## src/rtl/pace_pkg.sv

```systemverilog
package pace_pkg;
   localparam int AUD_DIV_LSB  = 0;
   localparam int TEL_DIV_LSB  = 8;
   localparam int EN_BIT       = 16;
   localparam int MODE_BIT     = 18;
   localparam int TEL_MASK_BIT = 19;
   localparam int AUD_MASK_BIT = 20;
   localparam int NUM_CH       = 2;

   typedef enum logic {
      RX_ON_VALID = 1'b0,
      RX_ON_TIMER = 1'b1
   } rx_mode_e;
endpackage

```

## src/rtl/pace_ctrl_reg.sv

```systemverilog
module pace_ctrl_reg
   import pace_pkg::*;
#(
   parameter int DIV_W = 7
) (
   input  logic             clk,
   input  logic             rst_n,
   input  logic             wr_en,
   input  logic [31:0]      wdata,
   output logic [DIV_W-1:0] aud_div,
   output logic [DIV_W-1:0] tel_div,
   output logic             port_en,
   output rx_mode_e         rx_mode,
   output logic             aud_mask,
   output logic             tel_mask,
   output logic [31:0]      rdata
);
   initial begin
      if (DIV_W < 1 || DIV_W > TEL_DIV_LSB - AUD_DIV_LSB)
         $error("pace_ctrl_reg: DIV_W must lie in 1..8");
   end

   always_ff @(posedge clk or negedge rst_n) begin
      if (!rst_n) begin
         aud_div  <= '0;
         tel_div  <= '0;
         port_en  <= 1'b0;
         rx_mode  <= RX_ON_VALID;
         aud_mask <= 1'b0;
         tel_mask <= 1'b0;
      end else if (wr_en) begin
         aud_div  <= wdata[AUD_DIV_LSB +: DIV_W];
         tel_div  <= wdata[TEL_DIV_LSB +: DIV_W];
         port_en  <= wdata[EN_BIT];
         rx_mode  <= rx_mode_e'(wdata[MODE_BIT]);
         aud_mask <= wdata[AUD_MASK_BIT];
         tel_mask <= wdata[TEL_MASK_BIT];
      end
   end

   always_comb begin
      rdata                          = '0;
      rdata[AUD_DIV_LSB +: DIV_W]    = aud_div;
      rdata[TEL_DIV_LSB +: DIV_W]    = tel_div;
      rdata[EN_BIT]                  = port_en;
      rdata[MODE_BIT]                = rx_mode;
      rdata[TEL_MASK_BIT]            = tel_mask;
      rdata[AUD_MASK_BIT]            = aud_mask;
   end
endmodule

```

## src/rtl/pace_timer.sv

```systemverilog
module pace_timer #(
   parameter int DIV_W       = 7,
   parameter int MIN_DIV     = 6,
   parameter int FRAME_SHIFT = 5
) (
   input  logic             clk,
   input  logic             rst_n,
   input  logic             run,
   input  logic             tick,
   input  logic [DIV_W-1:0] div,
   output logic             strobe
);
   localparam int                CNT_W = DIV_W + FRAME_SHIFT;
   localparam logic [DIV_W-1:0]  MIN_V = DIV_W'(MIN_DIV);

   initial begin
      if (MIN_DIV < 1 || MIN_DIV >= (1 << DIV_W))
         $error("pace_timer: MIN_DIV out of range for DIV_W");
   end

   logic [DIV_W-1:0] eff_div;
   logic [CNT_W-1:0] reload_val;
   logic [CNT_W-1:0] cnt_q;
   logic             armed_q;
   logic             expire;

   assign eff_div    = (div < MIN_V) ? MIN_V : div;
   assign reload_val = {eff_div, {FRAME_SHIFT{1'b0}}} - CNT_W'(1);
   assign expire     = run && armed_q && tick && (cnt_q == '0);
   assign strobe     = expire;

   always_ff @(posedge clk or negedge rst_n) begin
      if (!rst_n) begin
         cnt_q   <= '0;
         armed_q <= 1'b0;
      end else if (!run) begin
         cnt_q   <= '0;
         armed_q <= 1'b0;
      end else if (!armed_q) begin
         cnt_q   <= reload_val;
         armed_q <= 1'b1;
      end else if (tick) begin
         cnt_q   <= expire ? reload_val : cnt_q - CNT_W'(1);
      end
   end
endmodule

```

## src/rtl/pace_rx_gate.sv

```systemverilog
module pace_rx_gate
   import pace_pkg::*;
(
   input  logic     clk,
   input  logic     rst_n,
   input  logic     run,
   input  rx_mode_e mode,
   input  logic     valid,
   input  logic     strobe,
   output logic     wr
);
   logic locked_q;
   logic timed;

   assign timed = run && (mode == RX_ON_TIMER);

   always_comb begin
      if (!run)
         wr = 1'b0;
      else if (mode == RX_ON_VALID)
         wr = valid;
      else
         wr = locked_q ? strobe : valid;
   end

   always_ff @(posedge clk or negedge rst_n) begin
      if (!rst_n)
         locked_q <= 1'b0;
      else if (!timed)
         locked_q <= 1'b0;
      else if (valid)
         locked_q <= 1'b1;
   end
endmodule

```

## src/rtl/codec_pace_ctrl.sv

```systemverilog
module codec_pace_ctrl
   import pace_pkg::*;
#(
   parameter int DIV_W       = 7,
   parameter int FRAME_SHIFT = 5,
   parameter int AUD_MIN_DIV = 6,
   parameter int TEL_MIN_DIV = 16,
   parameter int FIFO_DEPTH  = 8,
   parameter int LVL_W       = $clog2(FIFO_DEPTH + 1)
) (
   input  logic             clk,
   input  logic             rst_n,
   input  logic             sclk_tick,
   input  logic             cfg_wr_en,
   input  logic [31:0]      cfg_wdata,
   output logic [31:0]      cfg_rdata,
   input  logic             aud_rx_valid,
   input  logic             tel_rx_valid,
   input  logic [LVL_W-1:0] aud_tx_level,
   input  logic [LVL_W-1:0] tel_tx_level,
   output logic             aud_tx_strobe,
   output logic             tel_tx_strobe,
   output logic             aud_rx_wr,
   output logic             tel_rx_wr,
   output logic             aud_tx_irq,
   output logic             tel_tx_irq,
   output logic             pins_released
);
   localparam logic [LVL_W-1:0] HALF_LVL = LVL_W'(FIFO_DEPTH / 2);

   initial begin
      if (FIFO_DEPTH < 2 || (1 << LVL_W) <= FIFO_DEPTH)
         $error("codec_pace_ctrl: FIFO_DEPTH/LVL_W mismatch");
   end

   logic [DIV_W-1:0] aud_div, tel_div;
   logic             port_en, aud_mask, tel_mask;
   rx_mode_e         rx_mode;

   pace_ctrl_reg #(.DIV_W(DIV_W)) u_reg (
      .clk      (clk),
      .rst_n    (rst_n),
      .wr_en    (cfg_wr_en),
      .wdata    (cfg_wdata),
      .aud_div  (aud_div),
      .tel_div  (tel_div),
      .port_en  (port_en),
      .rx_mode  (rx_mode),
      .aud_mask (aud_mask),
      .tel_mask (tel_mask),
      .rdata    (cfg_rdata)
   );

   logic [NUM_CH-1:0][DIV_W-1:0] ch_div;
   logic [NUM_CH-1:0][LVL_W-1:0] ch_lvl;
   logic [NUM_CH-1:0]            ch_valid, ch_strobe, ch_wr, ch_mask, ch_irq;

   assign ch_div   = {tel_div, aud_div};
   assign ch_lvl   = {tel_tx_level, aud_tx_level};
   assign ch_valid = {tel_rx_valid, aud_rx_valid};
   assign ch_mask  = {tel_mask, aud_mask};

   for (genvar ch = 0; ch < NUM_CH; ch++) begin : g_ch
      localparam int CH_MIN = (ch == 0) ? AUD_MIN_DIV : TEL_MIN_DIV;

      pace_timer #(
         .DIV_W       (DIV_W),
         .MIN_DIV     (CH_MIN),
         .FRAME_SHIFT (FRAME_SHIFT)
      ) u_timer (
         .clk    (clk),
         .rst_n  (rst_n),
         .run    (port_en),
         .tick   (sclk_tick),
         .div    (ch_div[ch]),
         .strobe (ch_strobe[ch])
      );

      pace_rx_gate u_rx (
         .clk    (clk),
         .rst_n  (rst_n),
         .run    (port_en),
         .mode   (rx_mode),
         .valid  (ch_valid[ch]),
         .strobe (ch_strobe[ch]),
         .wr     (ch_wr[ch])
      );

      assign ch_irq[ch] = ch_mask[ch] && (ch_lvl[ch] <= HALF_LVL);
   end

   assign aud_tx_strobe = ch_strobe[0];
   assign tel_tx_strobe = ch_strobe[1];
   assign aud_rx_wr     = ch_wr[0];
   assign tel_rx_wr     = ch_wr[1];
   assign aud_tx_irq    = ch_irq[0];
   assign tel_tx_irq    = ch_irq[1];
   assign pins_released = !port_en;
endmodule

```

## config.mk

```make
export PLATFORM = sky130hd
export DESIGN_NAME = codec_pace_ctrl
export DESIGN_NICKNAME = d
export VERILOG_FILES = /design/src/rtl/pace_pkg.sv /design/src/rtl/pace_ctrl_reg.sv /design/src/rtl/pace_timer.sv /design/src/rtl/pace_rx_gate.sv /design/src/rtl/codec_pace_ctrl.sv
export SDC_FILE = /design/constraint.sdc
export NUM_CORES = 1
export LEC_CHECK = 0
export BUFFER_PORTS_ARGS = -buffer_cell sky130_fd_sc_hd__clkbuf_2
export CORE_ASPECT_RATIO = 1.5
export CORE_UTILIZATION = 55
export DETAILED_ROUTE_END_ITERATION = 10
export PLACE_DENSITY = 0.9
export SYNTH_ARGS = -nofsm -noshare
export SYNTH_HDL_FRONTEND = slang
export SYNTH_SLANG_ARGS = --single-unit
```

## constraint.sdc

```tcl
create_clock -name clk -period 3.88 [get_ports clk]
set_input_delay 0.776 -clock clk [delete_from_list [all_inputs] [get_ports clk]]
set_output_delay 0.776 -clock clk [all_outputs]
set_load 0.03 [all_outputs]
```

Word-level counts from Yosys, hierarchy flattened:

Index checks and enable logic that the tools add are counted.
W data, S select, Z words.

* bitwise operators: 0
* div/mod/pow operators: 0
* add/subtract/negate cells: 4
* muxes and demuxes: 21
* shift operators: 0
* $lt $le $gt $ge: 4
* reductions and logical operators: 10
* $mul: 0
* equal/unequal tests: 3

Operators with widths (number)
* $mux W12: 8
* $sub A12 B1 Y12 const B: 4
* $logic_not A12 Y1: 2
* $mux W7: 2
* $mux W1: 11
* $le A4 B3 Y1 const B: 2
* $logic_and A1 B1 Y1: 7
* $lt A7 B3 Y1 const B: 1
* $lt A7 B5 Y1 const B: 1
* $ne A2 B2 Y1 const B: 2
* $ne A3 B3 Y1 const B: 1
* $logic_not A1 Y1: 1

* memory bits (writable): 0
* input bits: 46
* memory bits (read-only): 0
* latch bits: 0
* memories kept: 0
* bits in registers: 45
* output and inout port bits: 39

Longest topological paths before layout:

* depth after elaboration: 7
* depth in mapped cells: 8
* depth with buffers taken out: 8

Cells and area by module:

A second synthesis with hierarchy kept.

* cell total of the unflattened synthesis: 334
* area, all modules: 3061.7 sq um

By module, submodules not included
* pace_timer (g_ch[0].u_timer): sequential area each 325.3 sq um, instances 1, area each 980.9 sq um, cells an instance 131
* pace_timer (g_ch[1].u_timer): sequential area each 325.3 sq um, instances 1, area each 970.9 sq um, cells an instance 115
* pace_ctrl_reg: sequential area each 450.4 sq um, instances 1, area each 965.9 sq um, cells an instance 71
* pace_rx_gate: sequential area each 25.0 sq um, instances 2, area each 56.3 sq um, cells an instance 6
* codec_pace_ctrl: sequential area each 0.0 sq um, instances 1, area each 31.3 sq um, cells an instance 5

Worst setup path before layout:

Ideal clock, no wire load.

* path type: input to output
* start: input port sclk_tick
* end: output port aud_rx_wr
* data required time: 3104 ps
* path buffers: 0
* arrival: 2822 ps
* cell stages on the path: 4
* setup slack: 282 ps
* cells stage by stage: nand4bb_1 -> nor4b_1 -> nand3_1 -> a21oi_1

* word-level cells in the longest chain between the ends: 5

Ends and longest elaborated chain
* start: declaration: RTL line codec_pace_ctrl.sv:13 `input logic sclk_tick,`
* $logic_and A1 B1 Y1 (2 in a row): RTL line pace_timer.sv:29 `assign expire = run && armed_q && tick && (cnt_q == '0);`
* named net aud_tx_strobe: RTL line codec_pace_ctrl.sv:21 `output logic aud_tx_strobe,`
* $mux W1: RTL line pace_rx_gate.sv:23 `wr = locked_q ? strobe : valid;`
* $mux W1: RTL line pace_rx_gate.sv:20 `else if (mode == RX_ON_VALID)`
* $mux W1: RTL line pace_rx_gate.sv:18 `if (!run)`
* end: declaration: RTL line codec_pace_ctrl.sv:23 `output logic aud_rx_wr,`

The timed path passes the listed nets, and every way through them passes these cells.

Worst setup path in the final report:

* start: register u_reg.port_en
* end: output port aud_rx_wr

* word-level cells in the longest chain between the ends: 6

Ends and longest elaborated chain
* start: declaration: RTL line pace_ctrl_reg.sv:12 `output logic port_en,`
* start signal: assignment: RTL line pace_ctrl_reg.sv:34 `port_en <= wdata[EN_BIT];`
* $logic_and A1 B1 Y1
* $logic_and A1 B1 Y1 (2 in a row): RTL line pace_timer.sv:29
* $mux W1: RTL line pace_rx_gate.sv:23
* $mux W1: RTL line pace_rx_gate.sv:20
* $mux W1 *: RTL line pace_rx_gate.sv:18

Every way passes the cells marked *; elsewhere a longest branch is shown, timed or not.

==> run summary <==
Crit. Startpoint -> u_reg.port_en$_DFFE_PN0P_
Mapped Cells -> 303
top_reg_cell synth -> dfrtp_1
post-cts resize count -> 0
Clk pwr share -> 22.4%
Clk pin slew, worst setup/hold paths -> 80 ps
Die X -> 60.4 um
most common cell after layout, fill and taps aside -> clkbuf_2
register area share after synthesis -> 40.0%
setup TNS -> 0 ps
Max Cap Viol -> 0
setup repair bufs after CTS -> 0
max incr delay on CP -> 720 ps
GP Congestion -> 0.860
vias -> 2,474
1st-iter DRT viols -> 83
IO Port Bufs -> 56
largest net degree at the start of global routing -> 33
FMAX -> 333 MHz
cell area after synthesis -> 0.00282 mm^2
combinational power share -> 31.7%
Pint -> 0.827 mW
Critical Path Sink Type -> output pin
P_leak -> 1.45 nW
Flop pwr share -> 46.0%
Slew Viols, Final -> 0
CP bufs+invs -> 1
Post-synth EDFFs -> 0
peak supply drop -> 0.000276 V
R2R depth -> 5
FILL cells -> 407
asr flop ratio synth -> 100%
initial antenna violation count -> 0
Top Ports -> 85
All-Layer GR Usage -> 24.7%
critical path, cell by cell -> nand2_1 > nor4b_1 > nand3_1 > a21oi_1 > clkbuf_2
Die Area -> 0.00541 mm^2
Worst-Skew Late Latency -> 300 ps
CTS max path bufs -> 2
Starting Density -> 57.6%
synth warn -> 0
Setup-failing EPs final -> 0
Fin. Hold Viols -> 0
critical path type -> reg2out
Ant. Diodes -> 0
end of the critical path -> aud_rx_wr
DR pass1 iterations -> 4
row cnt -> 31
critical path's slowest cell -> dfrtp_1
CP Max Fanout -> 17
critical path's top delay family -> simple AND/OR/NAND/NOR gates
DR WL/cell -> 14.7 um
RSZ-0062 raised after global routing -> false
Root Buffer -> clkbuf_8
Mapped Avg Cell Area -> 9.29 um^2
Via density -> 5.93
grt ovf -> 0
Final period util -> 77.4%
status -> finished, final reports clean
Total Wirelength -> 6130 um
flop and latch count out of synthesis -> 45
CTS Buf Count -> 5
Max-slew headroom -> 31.5%
r2r setup slk -> 1370 ps
FF-to-FF Start -> u_reg.port_en$_DFFE_PN0P_
crit start category -> flop
Worst path depth -> 5
Worst Path Required -> 3100 ps
final clock skew -> 7.04 ps
count of cell types in the netlist -> 62
dpl cells -> 410
worst-margin pin slew -> 1020 ps
Core Footprint -> 0.00489 mm^2
# DRC -> 0
non-filler instance count after layout -> 417
Switch Pwr -> 0.489 mW
minimum clock period -> 3000 ps
area grow syn2layout -> 11.4%
layout cells sized above 1 -> 26.5%
Hold Path Class -> in2async
Routed Antenna Nets -> 0
HPWL after DPL -> 4510 um
CTS sink cnt -> 45
vias in the first global route -> 2,259
Cell Pwr Density -> 420 mW/mm^2
H-tree Lvls -> 2
Die Span Y -> 89.6 um
CTS tree -> yes
RR Endpoint -> g_ch[0].u_timer.cnt_q[10]$_DFFE_PN0P_
most frequent cells in the layout -> clkbuf_2, dfrtp_1, nand2_1
CP arrival -> 2230 ps
hold-fix buffers at CTS -> 0
nets -> 403
sw frac -> 37.2%
global-route wire length before repair -> 10,200 um
registers in the layout (all words and copies together), names as in the netlist:
register              flops
u_reg.port_en             1
u_reg.tel_div             7
g_ch.u_rx.locked_q        2
g_ch.u_timer.cnt_q       24
u_reg.aud_mask            1
u_reg.rx_mode             1
g_ch.u_timer.armed_q      1
u_reg.tel_mask            1
u_reg.aud_div             7
power by group through the flow:
| stage | Combinational, mW | Clock [mW] | Sequential (mW) |
|---|---|---|---|
| after global placement | 0.400 | 0 | 0.608 |
| after detailed placement | 0.413 | 0 | 0.612 |
| after CTS | 0.417 | 0.301 | 0.603 |
| after global routing | 0.457 | 0.314 | 0.617 |
| after floorplan | 0.315 | 0 | 0.619 |
| final | 0.417 | 0.294 | 0.605 |
routing by layer:
layer,vias to the layer above,global-route usage [%],share of wire [%]
met1,1181,29.4,40
met5,-,0,0
met4,0,7.44,0.91
met3,4,4.44,6.5
li1,1182,-,-
met2,107,44.5,52
how the worst min path moves through the flow:
stage                                          from                              endpoint  cells after the start  slack (ps)
2_1_floorplan             u_reg.port_en$_DFFE_PN0P_     g_ch[1].u_timer.armed_q$_DFF_PN0_                      0         450
3_3_place_gp   g_ch[0].u_timer.cnt_q[8]$_DFFE_PN0P_  g_ch[0].u_timer.cnt_q[8]$_DFFE_PN0P_                      1         490
3_5_place_dp   g_ch[0].u_timer.cnt_q[8]$_DFFE_PN0P_  g_ch[0].u_timer.cnt_q[8]$_DFFE_PN0P_                      1         510
4_1_cts                                       rst_n  g_ch[1].u_timer.cnt_q[9]$_DFFE_PN0P_                      1         380
5_1_grt                                       rst_n  g_ch[1].u_timer.cnt_q[0]$_DFFE_PN0P_                      1         390
6_report                                      rst_n  g_ch[1].u_timer.cnt_q[0]$_DFFE_PN0P_                      1         370
cell usage after synthesis, types with 2 or more instances:
master     count  area share, %
nor4_1         6            1.3
buf_6          2           0.80
or2_2          2           0.44
mux2i_1        3            1.1
o21ai_1        3           0.53
dfrtp_1       45             40
and3_1         2           0.44
buf_4         18            4.8
nand4_1        2           0.44
o22ai_1        3           0.67
xnor2_1        2           0.62
o21ai_0       21            3.7
inv_1          9            1.2
o22a_1         2           0.62
nor3b_1        4            1.1
and3b_1        3           0.93
clkbuf_1       9            1.2
nand2b_1       2           0.44
mux2_2        17            6.8
o31ai_1        2           0.53
nand3_1       10            1.8
a22o_1         3           0.93
ha_1           6            2.7
nor3_1        16            2.8
nor2_1        19            2.5
nand2_1       25            3.3
a21oi_1       19            3.4
or3_1          4           0.89
a211o_2        2           0.71
o2bb2ai_1      5            1.6
a31oi_1        6            1.3
area by class of cell:
type / count / area (um^2) / area share [%]
multi-input cells: 230 / 1500 / 47.8
flip-flops and latches: 45 / 1130 / 35.9
repair buffers: 59 / 303 / 9.66
inverters: 10 / 37.5 / 1.20
clock buffers: 7 / 86.3 / 2.75
well taps: 66 / 82.6 / 2.63
worst reg2reg max path, stage by stage, from the launching register on:
cell and delay [ps]:
dfrtp_1 720, or4b_4 570, o41a_4 470, a21oi_4 280, o21ai_1 110, a22o_1 250
through the flow:
stage	power, mW	worst slack [ps]	hold WS, ps	util, %	instance area [um^2]
detailed placement	1.03	1020	507	62.4	3050
floorplan	0.934	282	449	-	2860
global route	1.39	760	390	64.2	3140
global placement	1.01	1030	487	62.4	3050
finish	1.32	877	370	64.2	3140
CTS	1.32	914	377	64.2	3140
cell families after synthesis:
group	Yosys count	share of synthesized area, %
compound gates	82	20.3
xor+xnor	3	0.934
other cells	1	0.133
flops	45	40.0
mux	20	7.87
simple gates	105	19.6
buf+inv	41	8.44
fa+ha+maj	6	2.67
Power figures use the tool's default switching activity.
